[config.mk]
export PLATFORM = sky130hd
export DESIGN_NAME = fsync_qualifier
export DESIGN_NICKNAME = d
export VERILOG_FILES = /design/src/rtl/fsq_pkg.sv /design/src/rtl/fsq_src_decode.sv /design/src/rtl/fsq_ref_watch.sv /design/src/rtl/fsq_en_reg.sv /design/src/rtl/fsq_gate.sv /design/src/rtl/fsync_qualifier.sv
export SDC_FILE = /design/constraint.sdc
export NUM_CORES = 1
export LEC_CHECK = 0
export BUFFER_PORTS_ARGS = -buffer_cell sky130_fd_sc_hd__buf_2
export CORE_AREA = 2 2 39 41
export CTS_BUF_LIST = sky130_fd_sc_hd__clkbuf_16
export CTS_CLUSTER_SIZE = 14
export DETAILED_ROUTE_END_ITERATION = 7
export DIE_AREA = 0 0 41 43
export PLACE_DENSITY = 0.73
export SYNTH_ARGS = -nofsm -noshare
export SYNTH_HDL_FRONTEND = slang
export SYNTH_SLANG_ARGS = --single-unit
[constraint.sdc]
create_clock -name clk -period 1.24 [get_ports clk]
set_input_delay 0.124 -clock clk [delete_from_list [all_inputs] [get_ports clk]]
set_output_delay 0.124 -clock clk [all_outputs]
set_load 0.01 [all_outputs]
[src/rtl/fsq_pkg.sv]
package fsq_pkg;
   localparam int SRC_W = 4;
   typedef logic [1:0] pin_t;
   typedef enum logic [1:0] {
      MODE_ONE_MAN  = 2'd0,
      MODE_ONE_AUTO = 2'd1,
      MODE_MUL_MAN  = 2'd2,
      MODE_MUL_AUTO = 2'd3
   } fs_mode_e;
endpackage

[src/rtl/fsq_src_decode.sv]
module fsq_src_decode
   import fsq_pkg::*;
#(
   parameter int NUM_PINS = 3
) (
   input  logic [SRC_W-1:0] src_sel,
   input  logic             auto_mode,
   output fs_mode_e         mode,
   output pin_t             pin,
   output logic             pin_valid
);
   logic multi;
   assign multi = src_sel[3] & src_sel[2];

   always_comb begin
      unique case ({multi, auto_mode})
         2'b00:   mode = MODE_ONE_MAN;
         2'b01:   mode = MODE_ONE_AUTO;
         2'b10:   mode = MODE_MUL_MAN;
         default: mode = MODE_MUL_AUTO;
      endcase
   end

   always_comb begin
      if (multi) begin
         pin_valid = (src_sel[1:0] != 2'd0) && (int'(src_sel[1:0]) <= NUM_PINS);
         pin       = pin_valid ? src_sel[1:0] : 2'd0;
      end else begin
         pin_valid = 1'b1;
         pin       = 2'd1;
      end
   end
endmodule

[src/rtl/fsq_ref_watch.sv]
module fsq_ref_watch #(
   parameter int REF_W = 4
) (
   input  logic             clk,
   input  logic             rst_n,
   input  logic [REF_W-1:0] ref_idx,
   output logic             changed
);
   logic [REF_W-1:0] ref_q;
   logic             seen_q;

   always_ff @(posedge clk or negedge rst_n) begin
      if (!rst_n) begin
         ref_q  <= '0;
         seen_q <= 1'b0;
      end else begin
         ref_q  <= ref_idx;
         seen_q <= 1'b1;
      end
   end

   assign changed = seen_q && (ref_q != ref_idx);
endmodule

[src/rtl/fsq_en_reg.sv]
module fsq_en_reg (
   input  logic clk,
   input  logic rst_n,
   input  logic hw_clr,
   input  logic wr,
   input  logic wdata,
   output logic en_q
);
   always_ff @(posedge clk or negedge rst_n) begin
      if (!rst_n)      en_q <= 1'b0;
      else if (hw_clr) en_q <= 1'b0;
      else if (wr)     en_q <= wdata;
   end
endmodule

[src/rtl/fsq_gate.sv]
module fsq_gate
   import fsq_pkg::*;
#(
   parameter int                        REF_W    = 4,
   parameter int                        NUM_PINS = 3,
   parameter logic [NUM_PINS*REF_W-1:0] PIN_REF  = 12'h543
) (
   input  logic                clk,
   input  logic                rst_n,
   input  fs_mode_e            mode,
   input  pin_t                pin,
   input  logic                pin_valid,
   input  logic [SRC_W-1:0]    src_sel,
   input  logic [REF_W-1:0]    ref_idx,
   input  logic                dpll_locked,
   input  logic                en_q,
   input  logic [NUM_PINS-1:0] sync_qual,
   output logic                align_q,
   output logic                pbo_q
);
   logic [NUM_PINS-1:0] ref_hit;
   logic [NUM_PINS-1:0] qual_hit;
   logic                active;

   for (genvar i = 0; i < NUM_PINS; i++) begin : g_pin
      logic sel;
      assign sel         = (pin == pin_t'(i + 1));
      assign ref_hit[i]  = sel && (ref_idx == PIN_REF[i*REF_W +: REF_W]);
      assign qual_hit[i] = sel && sync_qual[i];
   end

   always_comb begin
      unique case (mode)
         MODE_ONE_MAN:  active = en_q;
         MODE_ONE_AUTO: active = en_q && dpll_locked && (ref_idx == REF_W'(src_sel));
         default:       active = en_q && pin_valid && (|ref_hit);
      endcase
   end

   always_ff @(posedge clk or negedge rst_n) begin
      if (!rst_n) begin
         align_q <= 1'b0;
         pbo_q   <= 1'b0;
      end else begin
         align_q <= dpll_locked && active && pin_valid && (|qual_hit);
         pbo_q   <= active;
      end
   end
endmodule

[src/rtl/fsync_qualifier.sv]
module fsync_qualifier
   import fsq_pkg::*;
#(
   parameter int                        REF_W    = 4,
   parameter int                        NUM_PINS = 3,
   parameter logic [NUM_PINS*REF_W-1:0] PIN_REF  = 12'h543
) (
   input  logic                clk,
   input  logic                rst_n,
   input  logic [3:0]          src_sel,
   input  logic [REF_W-1:0]    ref_idx,
   input  logic                dpll_locked,
   input  logic                auto_mode,
   input  logic                en_wr,
   input  logic                en_wdata,
   input  logic [NUM_PINS-1:0] sync_qual,
   output logic                en_bit,
   output logic [1:0]          sync_pin,
   output logic                align_ok,
   output logic                en_hw_clr,
   output logic                pbo_off
);
   if (NUM_PINS < 1 || NUM_PINS > 3) begin : g_bad_pins
      $error("fsync_qualifier: NUM_PINS must be 1 to 3");
   end
   if (REF_W < SRC_W) begin : g_bad_refw
      $error("fsync_qualifier: REF_W must be at least the selector width");
   end

   fs_mode_e mode;
   pin_t     pin;
   logic     pin_valid;
   logic     ref_changed;

   fsq_src_decode #(.NUM_PINS(NUM_PINS)) u_dec (
      .src_sel   (src_sel),
      .auto_mode (auto_mode),
      .mode      (mode),
      .pin       (pin),
      .pin_valid (pin_valid)
   );

   fsq_ref_watch #(.REF_W(REF_W)) u_watch (
      .clk     (clk),
      .rst_n   (rst_n),
      .ref_idx (ref_idx),
      .changed (ref_changed)
   );

   assign en_hw_clr = (mode == MODE_MUL_AUTO) && ref_changed;

   fsq_en_reg u_en (
      .clk    (clk),
      .rst_n  (rst_n),
      .hw_clr (en_hw_clr),
      .wr     (en_wr),
      .wdata  (en_wdata),
      .en_q   (en_bit)
   );

   fsq_gate #(.REF_W(REF_W), .NUM_PINS(NUM_PINS), .PIN_REF(PIN_REF)) u_gate (
      .clk         (clk),
      .rst_n       (rst_n),
      .mode        (mode),
      .pin         (pin),
      .pin_valid   (pin_valid),
      .src_sel     (src_sel),
      .ref_idx     (ref_idx),
      .dpll_locked (dpll_locked),
      .en_q        (en_bit),
      .sync_qual   (sync_qual),
      .align_q     (align_ok),
      .pbo_q       (pbo_off)
   );

   assign sync_pin = pin;
endmodule

### Word level (Yosys, flattened, before mapping)

Cells that the tools add are included.
Widths: inputs -> output; s select.

| word-level totals | value |
|---|---|
| input port bits | 17 |
| word-level logic and storage cells | 46 |
| flip-flop bits (word level) | 8 |

| operators by class | value |
|---|---|
| eq/ne operators | 12 |
| reductions and logical operators | 21 |
| multiplexer cells | 7 |
| bitwise logic cells | 1 |

Operators by type and width:

| operator | count |
|---|---|
| $logic_and 1x1->1 | 15 |
| $eq 2x2->1 const B | 4 |
| $eq 4x3->1 const B | 2 |
| $eq 2x1->1 const B | 3 |
| $pmux 2 s3 | 1 |
| $reduce_or 3->1 | 2 |
| $eq 4x2->1 const B | 1 |
| $eq 4x4->1 | 1 |
| $logic_not 2->1 | 2 |
| $mux 2 | 2 |
| $ne 4x4->1 | 1 |
| $reduce_bool 2->1 | 2 |
| $mux 1 | 3 |
| $pmux 1 s2 | 1 |
| $and 1x1->1 | 1 |

### Depth between registers and ports, before layout

| depth | value |
|---|---|
| word-level depth | 11 |
| depth in mapped cells | 5 |

### Modules after synthesis

From an unflattened synthesis, not the netlist that was laid out.

| unflattened totals | value |
|---|---|
| cell total of the unflattened synthesis | 41 |
| area, all modules | 450.4 um^2 |

Modules (own cells, without submodules):

| module | seq. area each (um^2) | times used | cells each | area each (um^2) |
|---|---|---|---|---|
| fsq_gate | 50.0 | 1 | 21 | 193.9 |
| fsq_ref_watch | 125.1 | 1 | 11 | 175.2 |
| fsq_en_reg | 25.0 | 1 | 3 | 38.8 |
| fsq_src_decode | 0.0 | 1 | 5 | 36.3 |
| fsync_qualifier | 0.0 | 1 | 1 | 6.3 |

### Least setup slack after synthesis

Ideal clock, no wire load.

| timing path | value |
|---|---|
| path kind | register -> register |
| start point | register u_watch.ref_q[3] |
| end point | register u_en.en_q |
| data arrival time | 0.967 ns |
| clock period less this slack | 1.104 ns |
| buffers on the path | 0 |
| stages on the path, launching flop included | 5 |
| path slack | 0.136 ns |
| required time | 1.103 ns |
| cells stage by stage | dfrtp_1 > xor2_1 > nor4_1 > nor3_1 > nor2_1 |

| on the way | value |
|---|---|
| word-level cells in the longest chain between the ends | 4 |
| elaborated cells on any way between the ends | 5 |

Ends and longest elaborated chain:

| item | RTL line | source |
|---|---|---|
| start, declared | fsq_ref_watch.sv:9 | `logic [REF_W-1:0] ref_q;` |
| start signal, assigned | fsq_ref_watch.sv:17 | `ref_q <= ref_idx;` |
| $ne 4x4->1 (*) | fsq_ref_watch.sv:22 | `assign changed = seen_q && (ref_q != ref_idx);` |
| $logic_and 1x1->1 (*) | fsq_ref_watch.sv:22 |  |
| $logic_and 1x1->1 (*) | fsync_qualifier.sv:50 | `assign en_hw_clr = (mode == MODE_MUL_AUTO) && ref_changed;` |
| named net en_hw_clr | fsync_qualifier.sv:20 | `output logic en_hw_clr,` |
| $mux 1 / $reduce_bool 2->1 (equally long branches) | -- |  |
| end signal, assigned | fsq_en_reg.sv:12 | `else if (wr) en_q <= wdata;` |
| end, declared | fsq_en_reg.sv:7 | `output logic en_q` |

The timed path passes the listed nets; every way through them passes the cells marked *.
A chain may end at the register's enable or synchronous reset.

### Worst setup path in the final report

| timing path | value |
|---|---|
| start point | register u_watch.ref_q[0] |
| end point | output en_hw_clr |

| on the way | value |
|---|---|
| word-level cells in the longest chain between the ends | 3 |

Ends and longest elaborated chain:

| item | RTL line |
|---|---|
| $ne 4x4->1 | fsq_ref_watch.sv:22 |
| $logic_and 1x1->1 | fsq_ref_watch.sv:22 |
| $logic_and 1x1->1 | fsync_qualifier.sv:50 |
| end, declared | fsync_qualifier.sv:20 |

Every way passes these cells.

==> results.json <==
{
  "numCtsBuffers": 3,
  "layout_commonest_cell": "buf_2",
  "drt-total-wl_mm": 1.02,
  "p_leak_nw": 0.343,
  "cp.required_ps": 1120,
  "dp_hpwl_um": 757,
  "die_area_um2": 1760,
  "synth-seq-area-share_pct": 42.7,
  "min_from": "ref_idx[3]",
  "diodes": 0,
  "whs_path_depth": 1,
  "gr-usage-met1_pct": 20.1,
  "hp-class": "in2reg",
  "power_frac_comb_pct": 14.5,
  "grt_pass1_vias": 345,
  "violations": "setup timing",
  "reg2reg_slack_ps": 30,
  "drive_above_1_share_pct": 46.5,
  "crit_type": "reg2out",
  "reg2regPathDepth": 5,
  "drt.antenna.violating_nets": 0,
  "clock-sinks": 8,
  "finalSetupViolations": 1,
  "hold_path_end": "u_watch.ref_q[3]",
  "synthToLayoutAreaGrowth_pct": 46.7,
  "min_period_over_period_pct": 114,
  "setup_tns_ps": -168,
  "syn_avg_cell_area_um2": 10.4,
  "fin_area_um2": 688,
  "timing.rr.end": "u_en.en_q",
  "crit_fanout": 2,
  "grt_usage_pct": 13.9,
  "n_fill_cell": 133,
  "antenna_found_initial": 0,
  "pwr-share-clk_pct": 55.3,
  "maxCapViolCount": 0,
  "htreeDepth": 1,
  "fin_skew_ps": 1.63,
  "mostFrequentLayoutCells": "buf_2, dfrtp_1, nand2_1",
  "rsz0062_at_grt": "true",
  "grt_max_degree": 9,
  "fin_ws_ps": -168,
  "period_needed_ps": 1410,
  "clk_pin_slew_ps": 30,
  "tritoncts": "yes",
  "use_met3_pct": 1.57,
  "outcome": "complete, but fails checks",
  "ioPinCount": 23,
  "syn_nets": 62,
  "drc": 0,
  "arrival_ps": 1280,
  "hold_viol": 0,
  "r2r-start": "u_watch.ref_q[0]",
  "clkLatencyLatePin_ps": 230,
  "power_frac_seq_pct": 30.2,
  "portBuffers": 22,
  "rows": 14,
  "grt.overflow.total": 0,
  "die_y_um": 43,
  "routedWlPerCell_um": 11.7,
  "irDropWorstVdd_uv": 776,
  "maxSlewViolCount": 0,
  "cp-end-kind": "output port",
  "num_vias": 417,
  "ctsLongestPathBuffers": 2,
  "synth_cells": 45,
  "ys_ff_latch": 8,
  "root_buffer": "clkbuf_16",
  "grt_pass1_wl_mm": 1.60,
  "power.density_nw_per_um2": 1380,
  "start_util_pct": 33.9,
  "drt_pre_antenna_iters": 4,
  "switchingPower_mw": 0.191,
  "placed_cell_area_um2": 588,
  "synth.distinct_cells": 26,
  "syn_area_um2": 469,
  "avgViaCountPerCell": 4.79,
  "design.core.area_um2": 1380,
  "dieWidth_um": 41,
  "ys_warn_count": 0,
  "nets": 90,
  "power.internal_mw": 0.761,
  "top_usage_layer": "met1",
  "setup.worst_path.start_class": "register",
  "fmax_mhz": 710,
  "grt_use_met2_pct": 18.4,
  "drt_iter0_markers": 12,
  "switching_share_pct": 20.0,
  "globalplace.congestion": 0.698
}
==> kinds of logic (layout without fill, tap and decap cells) <==
| kind of cell | count (synthesis) | after routing | share of synthesized area, % |
|---|---|---|---|
| xor gates and xnor gates | 8 | 8 | 16.5 |
| and+or+nand+nor | 16 | 16 | 18.4 |
| other | 1 | 1 | 0.799 |
| AOI/OAI and AO/OA | 8 | 8 | 15.5 |
| muxes | 1 | 1 | 2.13 |
| buffers and inverters | 3 | 29 | 4.00 |
| DFF | 8 | 8 | 42.7 |
==> area by class of cell <==
type / count / area (µm²) / area share, %
flip-flops and latches: 8 / 200 / 29.1
clock buffers: 3 / 75.1 / 10.9
inverters: 2 / 7.51 / 1.09
repair buffers: 24 / 128 / 18.5
multi-input cells: 34 / 258 / 37.5
well taps: 16 / 20.0 / 2.91
==> state kept, by name (all words and copies together) (netlist names) <==
signal / cells
u_gate.pbo_q: 1
u_watch.seen_q: 1
u_en.en_q: 1
u_watch.ref_q: 4
u_gate.align_q: 1
==> metal layers <==
layer,share of wire [%],vias to the layer above
met4,2.5,0
met2,46,14
met1,46,187
li1,-,212
met3,5.1,4
met5,0,-
==> power by group through the flow <==
stage               clock network [mW]  registers, mW  logic, mW
global route                     0.558          0.289      0.155
floorplan                            0          0.293     0.0672
CTS                              0.539          0.287      0.135
finish                           0.526          0.287      0.138
global placement                     0          0.290      0.128
detailed placement                   0          0.291      0.130
==> synth_stat cells (all sizes together) <==
library cell / number / area (µm²)
dfrtp: 8 / 200
nand2: 5 / 18.8
xnor2: 4 / 42.6
xor2: 4 / 35.0
inv: 2 / 7.51
nand3: 2 / 10.0
nor2: 2 / 7.51
a211oi: 1 / 12.5
a21boi: 1 / 7.51
a21o: 1 / 8.76
a222oi: 1 / 10.0
and3: 1 / 7.51
and4b: 1 / 11.3
buf: 1 / 11.3
conb: 1 / 3.75
mux2i: 1 / 10.0
nand2b: 1 / 6.26
nor3: 1 / 5.00
nor3b: 1 / 7.51
nor4: 1 / 6.26
o2111ai: 1 / 8.76
o22ai: 1 / 6.26
o2bb2ai: 1 / 8.76
o32a: 1 / 10.0
or2: 1 / 6.26
==> worst max-delay path by stage <==
stage | from | end | slack (ps) | cells after the start
finish | u_watch.ref_q[0] | en_hw_clr | -170 | 4
global placement | ref_idx[2] | u_gate.align_q | 60 | 5
detailed placement | ref_idx[2] | u_gate.align_q | 40 | 5
floorplan | u_watch.ref_q[3] | u_en.en_q | 140 | 4
CTS | u_watch.ref_q[0] | en_hw_clr | -150 | 4
global route | u_watch.ref_q[0] | en_hw_clr | -200 | 4
==> critical path: stages, from the launching register on <==
cell and delay (ps):
dfrtp_1 360, xor2_1 140, nor4_1 310, nor3_1 100
buf_2 150
==> repair_timing <==
| action | in CTS | in global routing |
|---|---|---|
| pin swaps | 2 | 1 |
| buffers inserted | 1 | 0 |
| endpoints found under the setup margin | 1 | 2 |
| gates resized for setup | 0 | 2 |
| hold endpoints to repair | 8 | 0 |
| hold buffers | 1 | 0 |
==> stage by stage <==
step	power [mW]	std cells	util, %	setup WS, ps	hold slack [ps]
after global placement	0.418	82	42.5	60.7	-31.4
after detailed placement	0.421	82	42.5	41.9	-26.3
after CTS	0.961	87	49.2	-155	76.0
after global routing	1.00	87	49.7	-197	84.6
final	0.951	87	49.7	-168	78.1
after floorplan	0.360	45	-	136	-172
Note: power is estimated with default switching activity, not from simulation.
